===== config.mk =====
export PLATFORM = sky130hd
export DESIGN_NAME = repack_fifo_port
export DESIGN_NICKNAME = d
export VERILOG_FILES = /design/src/rtl/fifo_port_pkg.sv /design/src/rtl/rfp_store.sv /design/src/rtl/rfp_tally.sv /design/src/rtl/repack_fifo_port.sv
export SDC_FILE = /design/constraint.sdc
export NUM_CORES = 1
export LEC_CHECK = 0
export ABC_AREA = 1
export ABC_CLOCK_PERIOD_IN_PS = 7250
export BUFFER_PORTS_ARGS = -buffer_cell sky130_fd_sc_hd__buf_2
export CORE_MARGIN = 1
export CORE_UTILIZATION = 40
export CTS_CLUSTER_SIZE = 20
export DETAILED_ROUTE_END_ITERATION = 6
export PLACE_DENSITY = 0.66
export SYNTH_ARGS = -nofsm -noshare
export SYNTH_HDL_FRONTEND = slang
export SYNTH_SLANG_ARGS = --single-unit

===== constraint.sdc =====
create_clock -name clk -period 7.25 [get_ports clk]
set_clock_uncertainty 0.15 [all_clocks]
set_input_delay 0.725 -clock clk [delete_from_list [all_inputs] [get_ports clk]]
set_output_delay 0.725 -clock clk [all_outputs]
set_load 0.02 [all_outputs]

===== src/rtl/fifo_port_pkg.sv =====
package fifo_port_pkg;
  // Register byte addresses
  localparam logic [5:0] A_MODE  = 6'h00;
  localparam logic [5:0] A_FLAGS = 6'h04;
  localparam logic [5:0] A_ERR   = 6'h08;
  localparam logic [5:0] A_ERREN = 6'h0C;
  localparam logic [5:0] A_FCNT  = 6'h10;
  localparam logic [5:0] A_OCNT  = 6'h14;
  localparam logic [5:0] A_ICNT  = 6'h18;
  localparam logic [5:0] A_SIZE  = 6'h1C;
  localparam logic [5:0] A_TXP   = 6'h20;
  localparam logic [5:0] A_RXP   = 6'h24;

  // Status bit positions
  localparam int F_ONE   = 4;
  localparam int F_INE   = 5;
  localparam int F_OFULL = 6;
  localparam int F_OSVC  = 8;
  localparam int F_ISVC  = 9;
  localparam int F_ODONE = 10;
  localparam int F_IDONE = 11;

  // Mode bit positions
  localparam int M_OBLK = 10;
  localparam int M_IBLK = 12;
  localparam int M_UNPK = 14;
  localparam int M_PACK = 15;

  // Block size in words from its 2-bit code (codes above 2 are unsupported)
  function automatic int blk_words(input int code);
    case (code)
      0:       return 4;
      1:       return 16;
      default: return 32;
    endcase
  endfunction

  function automatic int depth_entries(input int blk_code, input int depth_code);
    return blk_words(blk_code) * (2 << depth_code);
  endfunction
endpackage


===== src/rtl/rfp_store.sv =====
module rfp_store #(
  parameter int W  = 16,
  parameter int AW = 2
) (
  input  logic         clk,
  input  logic         rst,
  input  logic         wr_en,
  input  logic [W-1:0] wr_data,
  input  logic         rd_en,
  output logic [W-1:0] rd_data,
  output logic         full,
  output logic         empty
);
  localparam int DEPTH = 1 << AW;

  logic [W-1:0] mem [0:DEPTH-1];
  logic [AW:0]  wptr_q, rptr_q;

  assign empty = (wptr_q == rptr_q);
  assign full  = (wptr_q[AW] != rptr_q[AW]) && (wptr_q[AW-1:0] == rptr_q[AW-1:0]);

  // Memory without reset so that block RAM can be inferred
  always_ff @(posedge clk) begin
    if (wr_en && !full) mem[wptr_q[AW-1:0]] <= wr_data;
    if (rd_en && !empty) rd_data <= mem[rptr_q[AW-1:0]];
  end

  always_ff @(posedge clk) begin
    if (rst) begin
      wptr_q <= '0;
      rptr_q <= '0;
    end else begin
      if (wr_en && !full)  wptr_q <= wptr_q + (AW+1)'(1);
      if (rd_en && !empty) rptr_q <= rptr_q + (AW+1)'(1);
    end
  end
endmodule


===== src/rtl/rfp_tally.sv =====
module rfp_tally #(
  parameter int CNT_W = 16,
  parameter int BLK   = 4
) (
  input  logic             clk,
  input  logic             rst,
  input  logic             clr,
  input  logic             step,
  input  logic [CNT_W-1:0] target,
  output logic             last_hit,
  output logic             blk_hit
);
  localparam int BW = $clog2(BLK);

  logic [CNT_W-1:0] cnt_q;
  logic [BW-1:0]    bcnt_q;
  logic             active;

  // Counting runs only while a nonzero target is not yet reached
  assign active   = step && (target != '0) && (cnt_q != target);
  assign last_hit = active && ((cnt_q + CNT_W'(1)) == target);
  assign blk_hit  = active && (bcnt_q == BW'(BLK - 1));

  always_ff @(posedge clk) begin
    if (rst || clr) begin
      cnt_q  <= '0;
      bcnt_q <= '0;
    end else if (active) begin
      cnt_q  <= cnt_q + CNT_W'(1);
      bcnt_q <= blk_hit ? '0 : bcnt_q + BW'(1);
    end
  end
endmodule


===== src/rtl/repack_fifo_port.sv =====
module repack_fifo_port
  import fifo_port_pkg::*;
#(
  parameter int OUT_BLK_CODE  = 0,
  parameter int OUT_FIFO_CODE = 0,
  parameter int IN_BLK_CODE   = 0,
  parameter int IN_FIFO_CODE  = 0,
  parameter int CNT_W         = 16
) (
  input  logic        clk,
  input  logic        rst,
  input  logic        bus_wr,
  input  logic        bus_rd,
  input  logic [5:0]  bus_addr,
  input  logic [31:0] bus_wdata,
  output logic [31:0] bus_rdata,
  output logic        irq,
  output logic        tx_valid,
  output logic [15:0] tx_entry,
  input  logic        tx_ready,
  input  logic        rx_valid,
  input  logic [7:0]  rx_byte,
  output logic        rx_ready
);
  localparam int OUT_BLK   = blk_words(OUT_BLK_CODE);
  localparam int IN_BLK    = blk_words(IN_BLK_CODE);
  localparam int OUT_DEPTH = depth_entries(OUT_BLK_CODE, OUT_FIFO_CODE);
  localparam int IN_DEPTH  = depth_entries(IN_BLK_CODE, IN_FIFO_CODE);
  localparam int OUT_AW    = $clog2(OUT_DEPTH / 2);
  localparam int IN_AW     = $clog2(IN_DEPTH / 2);
  localparam logic [31:0] SIZE_WORD = {22'd0, 3'(IN_FIFO_CODE), 2'(IN_BLK_CODE),
                                       3'(OUT_FIFO_CODE), 2'(OUT_BLK_CODE)};

  // Control registers
  logic             obl_q, ibl_q, unpk_q, pack_q;
  logic [1:0]       err_q, err_en_q;
  logic [CNT_W-1:0] fcnt_q, ocnt_q, icnt_q;
  logic             osvc_q, isvc_q, odone_q, idone_q;

  logic wr_mode, wr_flags, wr_err, wr_txp, rd_rxp, cnt_clr;
  assign wr_mode  = bus_wr && (bus_addr == A_MODE);
  assign wr_flags = bus_wr && (bus_addr == A_FLAGS);
  assign wr_err   = bus_wr && (bus_addr == A_ERR);
  assign wr_txp   = bus_wr && (bus_addr == A_TXP);
  assign rd_rxp   = bus_rd && (bus_addr == A_RXP);
  assign cnt_clr  = wr_mode || (bus_wr && (bus_addr == A_FCNT || bus_addr == A_OCNT
                                           || bus_addr == A_ICNT));

  // ---------------- transmit side ----------------
  logic [32:0] o_rd;
  logic        o_full, o_empty, o_fetch, fetch_q;
  logic        st_v_q, hi_pend_q;
  logic [15:0] cur_q, hi_keep_q;
  logic        tx_fire, o_last_hit, o_blk_hit;

  assign o_fetch = !st_v_q && !fetch_q && !o_empty;
  assign tx_fire = st_v_q && tx_ready;

  rfp_store #(.W(33), .AW(OUT_AW)) u_out_store (
    .clk(clk), .rst(rst),
    .wr_en(wr_txp), .wr_data({unpk_q, bus_wdata}),
    .rd_en(o_fetch), .rd_data(o_rd),
    .full(o_full), .empty(o_empty)
  );

  always_ff @(posedge clk) begin
    if (rst) begin
      fetch_q   <= 1'b0;
      st_v_q    <= 1'b0;
      hi_pend_q <= 1'b0;
      cur_q     <= '0;
      hi_keep_q <= '0;
    end else begin
      fetch_q <= o_fetch;
      if (fetch_q) begin
        st_v_q    <= 1'b1;
        cur_q     <= o_rd[15:0];
        hi_keep_q <= o_rd[31:16];
        hi_pend_q <= o_rd[32];
      end else if (tx_fire) begin
        if (hi_pend_q) begin
          cur_q     <= hi_keep_q;
          hi_pend_q <= 1'b0;
        end else begin
          st_v_q <= 1'b0;
        end
      end
    end
  end

  assign tx_valid = st_v_q;
  assign tx_entry = cur_q;

  rfp_tally #(.CNT_W(CNT_W), .BLK(OUT_BLK)) u_out_tally (
    .clk(clk), .rst(rst), .clr(cnt_clr), .step(tx_fire),
    .target(obl_q ? ocnt_q : fcnt_q),
    .last_hit(o_last_hit), .blk_hit(o_blk_hit)
  );

  // ---------------- receive side ----------------
  logic [15:0] i_rd, i_wdata;
  logic        i_full, i_empty, i_push, rx_fire, i_last_hit, i_blk_hit;
  logic        stg_v_q, stg_load, stg_take;
  logic [7:0]  stg_b_q;

  assign rx_ready = !i_full;
  assign rx_fire  = rx_valid && !i_full;

  rfp_tally #(.CNT_W(CNT_W), .BLK(IN_BLK)) u_in_tally (
    .clk(clk), .rst(rst), .clr(cnt_clr), .step(rx_fire),
    .target(ibl_q ? icnt_q : fcnt_q),
    .last_hit(i_last_hit), .blk_hit(i_blk_hit)
  );

  always_comb begin
    i_push   = 1'b0;
    i_wdata  = '0;
    stg_load = 1'b0;
    stg_take = 1'b0;
    if (rx_fire) begin
      if (!pack_q) begin
        i_push  = 1'b1;
        i_wdata = {8'h00, rx_byte};
      end else if (stg_v_q) begin
        i_push   = 1'b1;
        i_wdata  = {rx_byte, stg_b_q};
        stg_take = 1'b1;
      end else if (i_last_hit) begin
        i_push  = 1'b1;
        i_wdata = {8'h00, rx_byte};
      end else begin
        stg_load = 1'b1;
      end
    end
  end

  always_ff @(posedge clk) begin
    if (rst || cnt_clr) begin
      stg_v_q <= 1'b0;
      stg_b_q <= '0;
    end else if (stg_load) begin
      stg_v_q <= 1'b1;
      stg_b_q <= rx_byte;
    end else if (stg_take) begin
      stg_v_q <= 1'b0;
    end
  end

  rfp_store #(.W(16), .AW(IN_AW)) u_in_store (
    .clk(clk), .rst(rst),
    .wr_en(i_push), .wr_data(i_wdata),
    .rd_en(rd_rxp), .rd_data(i_rd),
    .full(i_full), .empty(i_empty)
  );

  // ---------------- registers and flags ----------------
  logic [31:0] w1c;
  logic [1:0]  err_set, err_clr;
  assign w1c     = wr_flags ? bus_wdata : 32'd0;
  assign err_clr = wr_err ? bus_wdata[1:0] : 2'b00;
  assign err_set = {rd_rxp && i_empty, wr_txp && o_full};

  always_ff @(posedge clk) begin
    if (rst) begin
      obl_q    <= 1'b0;
      ibl_q    <= 1'b0;
      unpk_q   <= 1'b1;
      pack_q   <= 1'b1;
      err_en_q <= '0;
      fcnt_q   <= '0;
      ocnt_q   <= '0;
      icnt_q   <= '0;
      err_q    <= '0;
      osvc_q   <= 1'b0;
      isvc_q   <= 1'b0;
      odone_q  <= 1'b0;
      idone_q  <= 1'b0;
      irq      <= 1'b0;
    end else begin
      if (wr_mode) begin
        obl_q  <= bus_wdata[M_OBLK];
        ibl_q  <= bus_wdata[M_IBLK];
        unpk_q <= bus_wdata[M_UNPK];
        pack_q <= bus_wdata[M_PACK];
      end
      if (bus_wr && bus_addr == A_ERREN) err_en_q <= bus_wdata[1:0];
      if (bus_wr && bus_addr == A_FCNT)  fcnt_q   <= bus_wdata[CNT_W-1:0];
      if (bus_wr && bus_addr == A_OCNT)  ocnt_q   <= bus_wdata[CNT_W-1:0];
      if (bus_wr && bus_addr == A_ICNT)  icnt_q   <= bus_wdata[CNT_W-1:0];
      // hardware set takes priority over software clear
      err_q   <= err_set | (err_q & ~err_clr);
      osvc_q  <= (obl_q && o_blk_hit) | (osvc_q & ~w1c[F_OSVC]);
      isvc_q  <= (ibl_q && i_blk_hit) | (isvc_q & ~w1c[F_ISVC]);
      odone_q <= o_last_hit | (odone_q & ~w1c[F_ODONE]);
      idone_q <= i_last_hit | (idone_q & ~w1c[F_IDONE]);
      irq     <= osvc_q | isvc_q | odone_q | idone_q | (|(err_q & err_en_q));
    end
  end

  // ---------------- read path ----------------
  logic [31:0] flags_word, reg_mux, reg_q;
  logic        pop_sel_q;

  always_comb begin
    flags_word          = '0;
    flags_word[F_ONE]   = !o_empty || fetch_q || st_v_q;
    flags_word[F_INE]   = !i_empty;
    flags_word[F_OFULL] = o_full;
    flags_word[F_OSVC]  = osvc_q;
    flags_word[F_ISVC]  = isvc_q;
    flags_word[F_ODONE] = odone_q;
    flags_word[F_IDONE] = idone_q;
  end

  always_comb begin
    reg_mux = '0;
    case (bus_addr)
      A_MODE:  reg_mux = {16'd0, pack_q, unpk_q, 1'b0, ibl_q, 1'b0, obl_q, 10'd0};
      A_FLAGS: reg_mux = flags_word;
      A_ERR:   reg_mux = {30'd0, err_q};
      A_ERREN: reg_mux = {30'd0, err_en_q};
      A_FCNT:  reg_mux = 32'(fcnt_q);
      A_OCNT:  reg_mux = 32'(ocnt_q);
      A_ICNT:  reg_mux = 32'(icnt_q);
      A_SIZE:  reg_mux = SIZE_WORD;
      default: reg_mux = '0;
    endcase
  end

  always_ff @(posedge clk) begin
    if (rst) begin
      reg_q     <= '0;
      pop_sel_q <= 1'b0;
    end else begin
      pop_sel_q <= rd_rxp && !i_empty;
      if (bus_rd) reg_q <= reg_mux;
    end
  end

  assign bus_rdata = pop_sel_q ? {8'h00, i_rd[15:8], 8'h00, i_rd[7:0]} : reg_q;
endmodule


## Word-level counts from Yosys, hierarchy flattened

Memory sizes are Yosys's and may differ from the RTL's. A register that Yosys moved wholly into a read port is not among the register bits.
Index checks and enable logic that the tools add are counted.

- Register bits: 186
- Memory bits (writable): 196
- Output and inout bits: 51
- Memories: 2

Memory list:

| memory | depth | width | read ports | clocked after memory_dff | write ports | line | text |
|---|---|---|---|---|---|---|---|
| u_out_store.mem | 4 | 33 | 1 | 1 | 1 | rfp_store.sv:16 | `logic [W-1:0] mem [0:DEPTH-1];` |
| u_in_store.mem | 4 | 16 | 1 | 1 | 1 | rfp_store.sv:16 |  |

- $add $sub $neg: 8
- Equal/unequal tests: 21
- Mux-type cells: 37
- Bitwise operators: 20
- Reductions and logical operators: 53

Operator list:

| operator | number |
|---|---|
| $mux W16 | 8 |
| $pmux W16 S7 | 1 |
| $add A16 B1 Y16 const B | 2 |
| $eq A16 B16 Y1 | 2 |
| $logic_and A1 B1 Y1 | 32 |
| $mux W32 | 1 |
| $ne A16 B16 Y1 | 2 |
| $reduce_bool A16 Y1 | 2 |
| $mux W1 | 22 |
| $eq A6 B5 Y1 const B | 3 |
| $add A3 B1 Y3 const B | 4 |
| $eq A6 B4 Y1 const B | 2 |
| $eq A6 B6 Y1 const B | 2 |
| $mux W12 | 1 |
| $mux W8 | 1 |
| $or A1 B1 Y1 | 8 |
| $eq A3 B3 Y1 | 2 |
| $eq A6 B3 Y1 const B | 1 |
| $logic_not A1 Y1 | 6 |
| $logic_not A6 Y1 | 1 |
| $logic_or A1 B1 Y1 | 6 |
| $mux W2 | 3 |
| $reduce_bool A2 Y1 | 3 |
| $add A2 B1 Y2 const B | 2 |
| other kinds (11) | 22 |

## Longest topological paths before layout

- Word-level depth: 14
- Depth in mapped cells: 17

## Modules after synthesis

From an unflattened synthesis, not the netlist that was laid out.

- Cells, all modules: 2113
- Area total of the unflattened synthesis: 18699.2 sq um

Modules (own cells, without submodules):

| module | times used | cells each | area each (sq um) | sequential area each (sq um) |
|---|---|---|---|---|
| rfp_store at u_out_store | 1 | 425 | 6348.6 | 5074.9 |
| repack_fifo_port | 1 | 838 | 5740.5 | 2442.3 |
| rfp_store at u_in_store | 1 | 240 | 3289.4 | 2522.4 |
| rfp_tally at u_out_tally | 1 | 307 | 1667.8 | 360.3 |
| rfp_tally at u_in_tally | 1 | 303 | 1652.8 | 360.3 |

## Worst setup path before layout

OpenSTA, ideal clock, no wires.

- Path kind: input port to flip-flop
- From: in bus_addr[1]
- To: reg u_out_store.wptr_q[2]
- Setup time: 0.117 ns
- Arrival: 3.456 ns
- Slack: 3.527 ns
- Stages: 9
- Cell sequence: or2_2 > nor3_1 > inv_1 > nor3_1 > nand2_1 > nor2_1 > nand2_1 > nand2_1 > o21ba_2

- Word-level cells in the longest chain between the ends: 3

RTL lines:

| element | line | text |
|---|---|---|
| start: declaration | repack_fifo_port.sv:14 | `input logic [5:0] bus_addr,` |
| $eq A6 B6 Y1 | repack_fifo_port.sv:44 | `assign wr_txp = bus_wr && (bus_addr == A_TXP);` |
| $logic_and A1 B1 Y1 | repack_fifo_port.sv:44 |  |
| $logic_and A1 B1 Y1 | rfp_store.sv:33 | `if (wr_en && !full) wptr_q <= wptr_q + (AW+1)'(1);` |
| end signal: assignment | rfp_store.sv:33 |  |
| end: declaration | rfp_store.sv:17 | `logic [AW:0] wptr_q, rptr_q;` |

No other way between the ends.
A chain may end at the register's enable or synchronous reset.

## Worst setup path in the final report

- From: reg u_in_store.rptr_q[0]
- To: mem u_in_store.mem[0][13] (enable)

- Word-level cells in the longest chain between the ends: 14

RTL lines:

| element | line | text |
|---|---|---|
| start: declaration | rfp_store.sv:17 |  |
| start signal: assignment | rfp_store.sv:34 | `if (rd_en && !empty) rptr_q <= rptr_q + (AW+1)'(1);` |
| $eq A2 B2 Y1 (*) | rfp_store.sv:20 | `assign full = (wptr_q[AW] != rptr_q[AW]) && (wptr_q[AW-1:0] == rptr_q[AW-1:0]);` |
| $logic_and A1 B1 Y1 (*) | rfp_store.sv:20 |  |
| $logic_not A1 Y1 (*) | rfp_store.sv:24, repack_fifo_port.sv:107 |  |
| $logic_and A1 B1 Y1 | repack_fifo_port.sv:107 | `assign rx_fire = rx_valid && !i_full;` |
| $logic_and A1 B1 Y1 (2 in series) | rfp_tally.sv:20 | `assign active = step && (target != '0) && (cnt_q != target);` |
| $logic_and A1 B1 Y1 | rfp_tally.sv:21 | `assign last_hit = active && ((cnt_q + CNT_W'(1)) == target);` |
| $mux W1 | repack_fifo_port.sv:128 | `end else if (i_last_hit) begin` |
| $mux W1 | repack_fifo_port.sv:124 | `end else if (stg_v_q) begin` |
| $mux W1 | repack_fifo_port.sv:121 | `if (!pack_q) begin` |
| $mux W1 | repack_fifo_port.sv:120 | `if (rx_fire) begin` |
| $logic_and A1 B1 Y1 (*) | rfp_store.sv:24 | `if (wr_en && !full) mem[wptr_q[AW-1:0]] <= wr_data;` |
| $mux W1 (*) | rfp_store.sv:24 |  |
| $mux W1 (implied by the code) (*) | rfp_store.sv:24 |  |
| end: declaration | rfp_store.sv:16 |  |

Every way passes the cells marked *; elsewhere a longest branch is shown, timed or not.

==> impl_metrics.yaml <==
outcome:
  outcome: "finished, final reports clean"
worst_setup_path:
  crit_fanout: 37
  slowest_stage: "inv_1"
  crit_family: "simple AND/OR/NAND/NOR gates"
  cp_common_cell: "nand2_1"
  rrSetupSlack_ns: 3.43
  r2r-end: "u_in_store.mem[0][13]$_DFFE_PP_"
  arrival_ns: 3.91
  r2r_start: "u_in_store.rptr_q[0]$_SDFFE_PP0P_"
  cp_cell_sequence: "buf_4 > inv_1 > nand2_1 > a21oi_1 > nand2_1 > nand2_1 > nor2_1 > nand2_1 > nor2_4 > nand2_2 > nand2_1 > nand2_2 > nor2_1 > buf_4"
  max_stage_delay_ns: 0.47
  crit_required_ns: 7.35
  reg2reg_depth: 14
  critPathCaptureType: "flip-flop"
  start_kind: "flip-flop"
  critical_path_class: "reg2reg"
  path_buf_inv: 3
timing:
  period_share: 0.526
  hold_viol: 0
  fin_crit_ns: 3.82
  tightestPinTransition_ns: 1.16
  drv_slew: 0
  rsz0062_at_grt: "false"
  finalSetupTns_ns: 0
  finalSetupViolCount: 0
  fmax_mhz: 262
  maxSlewHeadroom: 0.223
worst_hold_path:
  min-delay-start: "bus_wdata[20]"
  whs_path_depth: 1
  whs_endpoint: "u_out_store.mem[0][20]$_DFFE_PP_"
  min_path_type: "in2reg"
synthesis:
  ys_async_sr_fraction: 0
  ys_seq_elements: 415
  synth_seq_area_share: 0.593
  syn_avg_cell_area_sq_um: 9.20
  synth-edff-count: 245
  netlist_area_sq_mm: 0.0182
  ys_types: 49
  synth_flop_cell: "edfxtp_1"
  synthCells: 1974
  synth-warning-count: 0
routing:
  drcViolationCount: 0
  detail_route.wl_per_cell_um: 18.0
  viasPerCell: 5.38
  wirelength_mm: 48.0
  vias: 14358
  antenna_left: 0
  drt-initial-drc-count: 1420
  drt_first_pass_iters: 6
power:
  ir_drop_uv: 155
  power_leakage_uw: 0.00769
  power_density_mw_per_mm2: 280
clocking:
  cts_setup_buffers: 0
  tritoncts.num_buffers: 45
  cts.clk_slew.worst_paths_ns: 0.06
  cts.sinks: 415
  cts_resized: 0
  cts_buffer_depth: 3
  cts_tree: "built"
  cts_max_level: 2
  cts_hold_buf: 0
  clk_latency_ns: 0.57
  clockRootBuffer: "clkbuf_16"
cells_and_area:
  fin_util: 0.463
  n_antenna_cell: 0
  syn_to_final_growth_pct: 13.5
  drive_gt1_frac: 0.111
  final_common_cell: "nand2_1"
  nets: 2107
  mostFrequentLayoutCells: "nand2_1 (385), edfxtp_1 (245), o21ai_0 (236)"
floorplanning:
  fp.dieH_um: 215
  start_util: 0.408
  num_rows: 77
  core_region_area_sq_mm: 0.0445
  dieArea_sq_mm: 0.0462
  ios: 103
  die_w_um: 215
global_routing:
  grt_overflow: 0
  grt_max_degree: 74
  grt_usage: 0.205
  grt_pass1_wl_mm: 74.4
  grt_antenna_before_repair: 1
  grt_pass1_vias: 13453
run:
  max_cap_viol_count: 0
placement:
  place_congestion: 0.941
  port-buffer-count: 94
  dp_hpwl_mm: 32.3
## stage by stage
step | power [uW] | instances | cell area [sq um] | setup WS, ns | hold slack (ns)
CTS | 5820 | 2670 | 20600 | 3.44 | 0.188
global placement | 3470 | 2586 | 19100 | 3.57 | 0.301
detailed placement | 3490 | 2586 | 19100 | 3.46 | 0.304
floorplan | 3250 | 1981 | 18200 | 3.53 | 0.290
global route | 5990 | 2670 | 20600 | 3.03 | 0.201
finish | 5770 | 2670 | 20600 | 3.43 | 0.220
## metal layers
metal,routed length (um),global-route usage
met1,21100,0.279
met2,21600,0.320
met3,3710,0.0406
met4,1570,0.0818
met5,12,0
## cells by family after synthesis
kind of cell	Yosys count	synth area share
and+or+nand+nor	741	0.171
xor gates and xnor gates	32	0.0162
adders and majority gates	14	0.00965
DFF	415	0.593
buffers and inverters	272	0.0616
AOI/OAI and AO/OA	491	0.144
muxes	8	0.00496
other	1	0.000207
## where the power goes
group	switching (uW)	total (uW)	internal, uW
registers	62.6	2770	2700
clock network	949	2330	1380
logic	495	675	180
## worst max-delay path by stage
stage                                            startpoint  slack (ns)  depth (start not counted)                                 end
after CTS                 u_in_store.rptr_q[0]$_SDFFE_PP0P_        3.44                         14     u_in_store.mem[0][13]$_DFFE_PP_
after global placement    u_in_store.rptr_q[0]$_SDFFE_PP0P_        3.57                         14     u_in_store.mem[2][15]$_DFFE_PP_
after detailed placement  u_in_store.rptr_q[0]$_SDFFE_PP0P_        3.46                         14     u_in_store.mem[0][15]$_DFFE_PP_
after floorplan                                 bus_addr[1]        3.53                          9  u_out_store.wptr_q[2]$_SDFFE_PP0P_
after global routing      u_in_store.rptr_q[0]$_SDFFE_PP0P_        3.03                         14     u_in_store.mem[3][12]$_DFFE_PP_
final                     u_in_store.rptr_q[0]$_SDFFE_PP0P_        3.43                         14     u_in_store.mem[0][13]$_DFFE_PP_
## sequential cells by signal, summed over array words and instances (netlist names), 8 cells and up
name,cells
u_out_store.mem,132
u_in_store.mem,64
u_out_store.rd_data,33
fcnt_q,16
hi_keep_q,16
icnt_q,16
ocnt_q,16
reg_q,16
tx_entry,16
u_in_store.rd_data,16
u_in_tally.cnt_q,16
u_out_tally.cnt_q,16
stg_b_q,8
## area by class of cell
type                       instances  area (sq um)
clock inverter                    20           214
sequential                       415         10800
fill                            4196         23900
clock buffer                      64          1310
tap                              592           741
timing repair buffer             111           598
inverter                         174           656
multi-input combinational       1294          6330
## cell usage after synthesis (3+ instances only)
cell | n | area, sq um
a21oi_1 | 157 | 786
a31oi_1 | 18 | 113
buf_1 | 5 | 18.8
buf_2 | 7 | 35.0
buf_4 | 11 | 82.6
buf_6 | 6 | 67.6
clkbuf_1 | 69 | 259
clkinv_1 | 5 | 18.8
dfxtp_1 | 170 | 3400
edfxtp_1 | 245 | 7360
ha_1 | 14 | 175
inv_1 | 165 | 619
inv_2 | 3 | 11.3
mux2_2 | 8 | 90.1
nand2_1 | 385 | 1450
nand2_2 | 8 | 50.1
nand3_1 | 70 | 350
nand3_2 | 3 | 30.0
nand4_1 | 29 | 181
nor2_1 | 213 | 800
nor2_2 | 6 | 37.5
nor2_4 | 3 | 33.8
nor3_1 | 11 | 55.1
o2111ai_1 | 7 | 61.3
o21ai_0 | 236 | 1180
o21ai_1 | 4 | 20.0
o22ai_1 | 58 | 363
or2_2 | 3 | 18.8
xnor2_1 | 7 | 61.3
xor2_1 | 24 | 210
No activity file was read; power rests on OpenSTA's default activity.
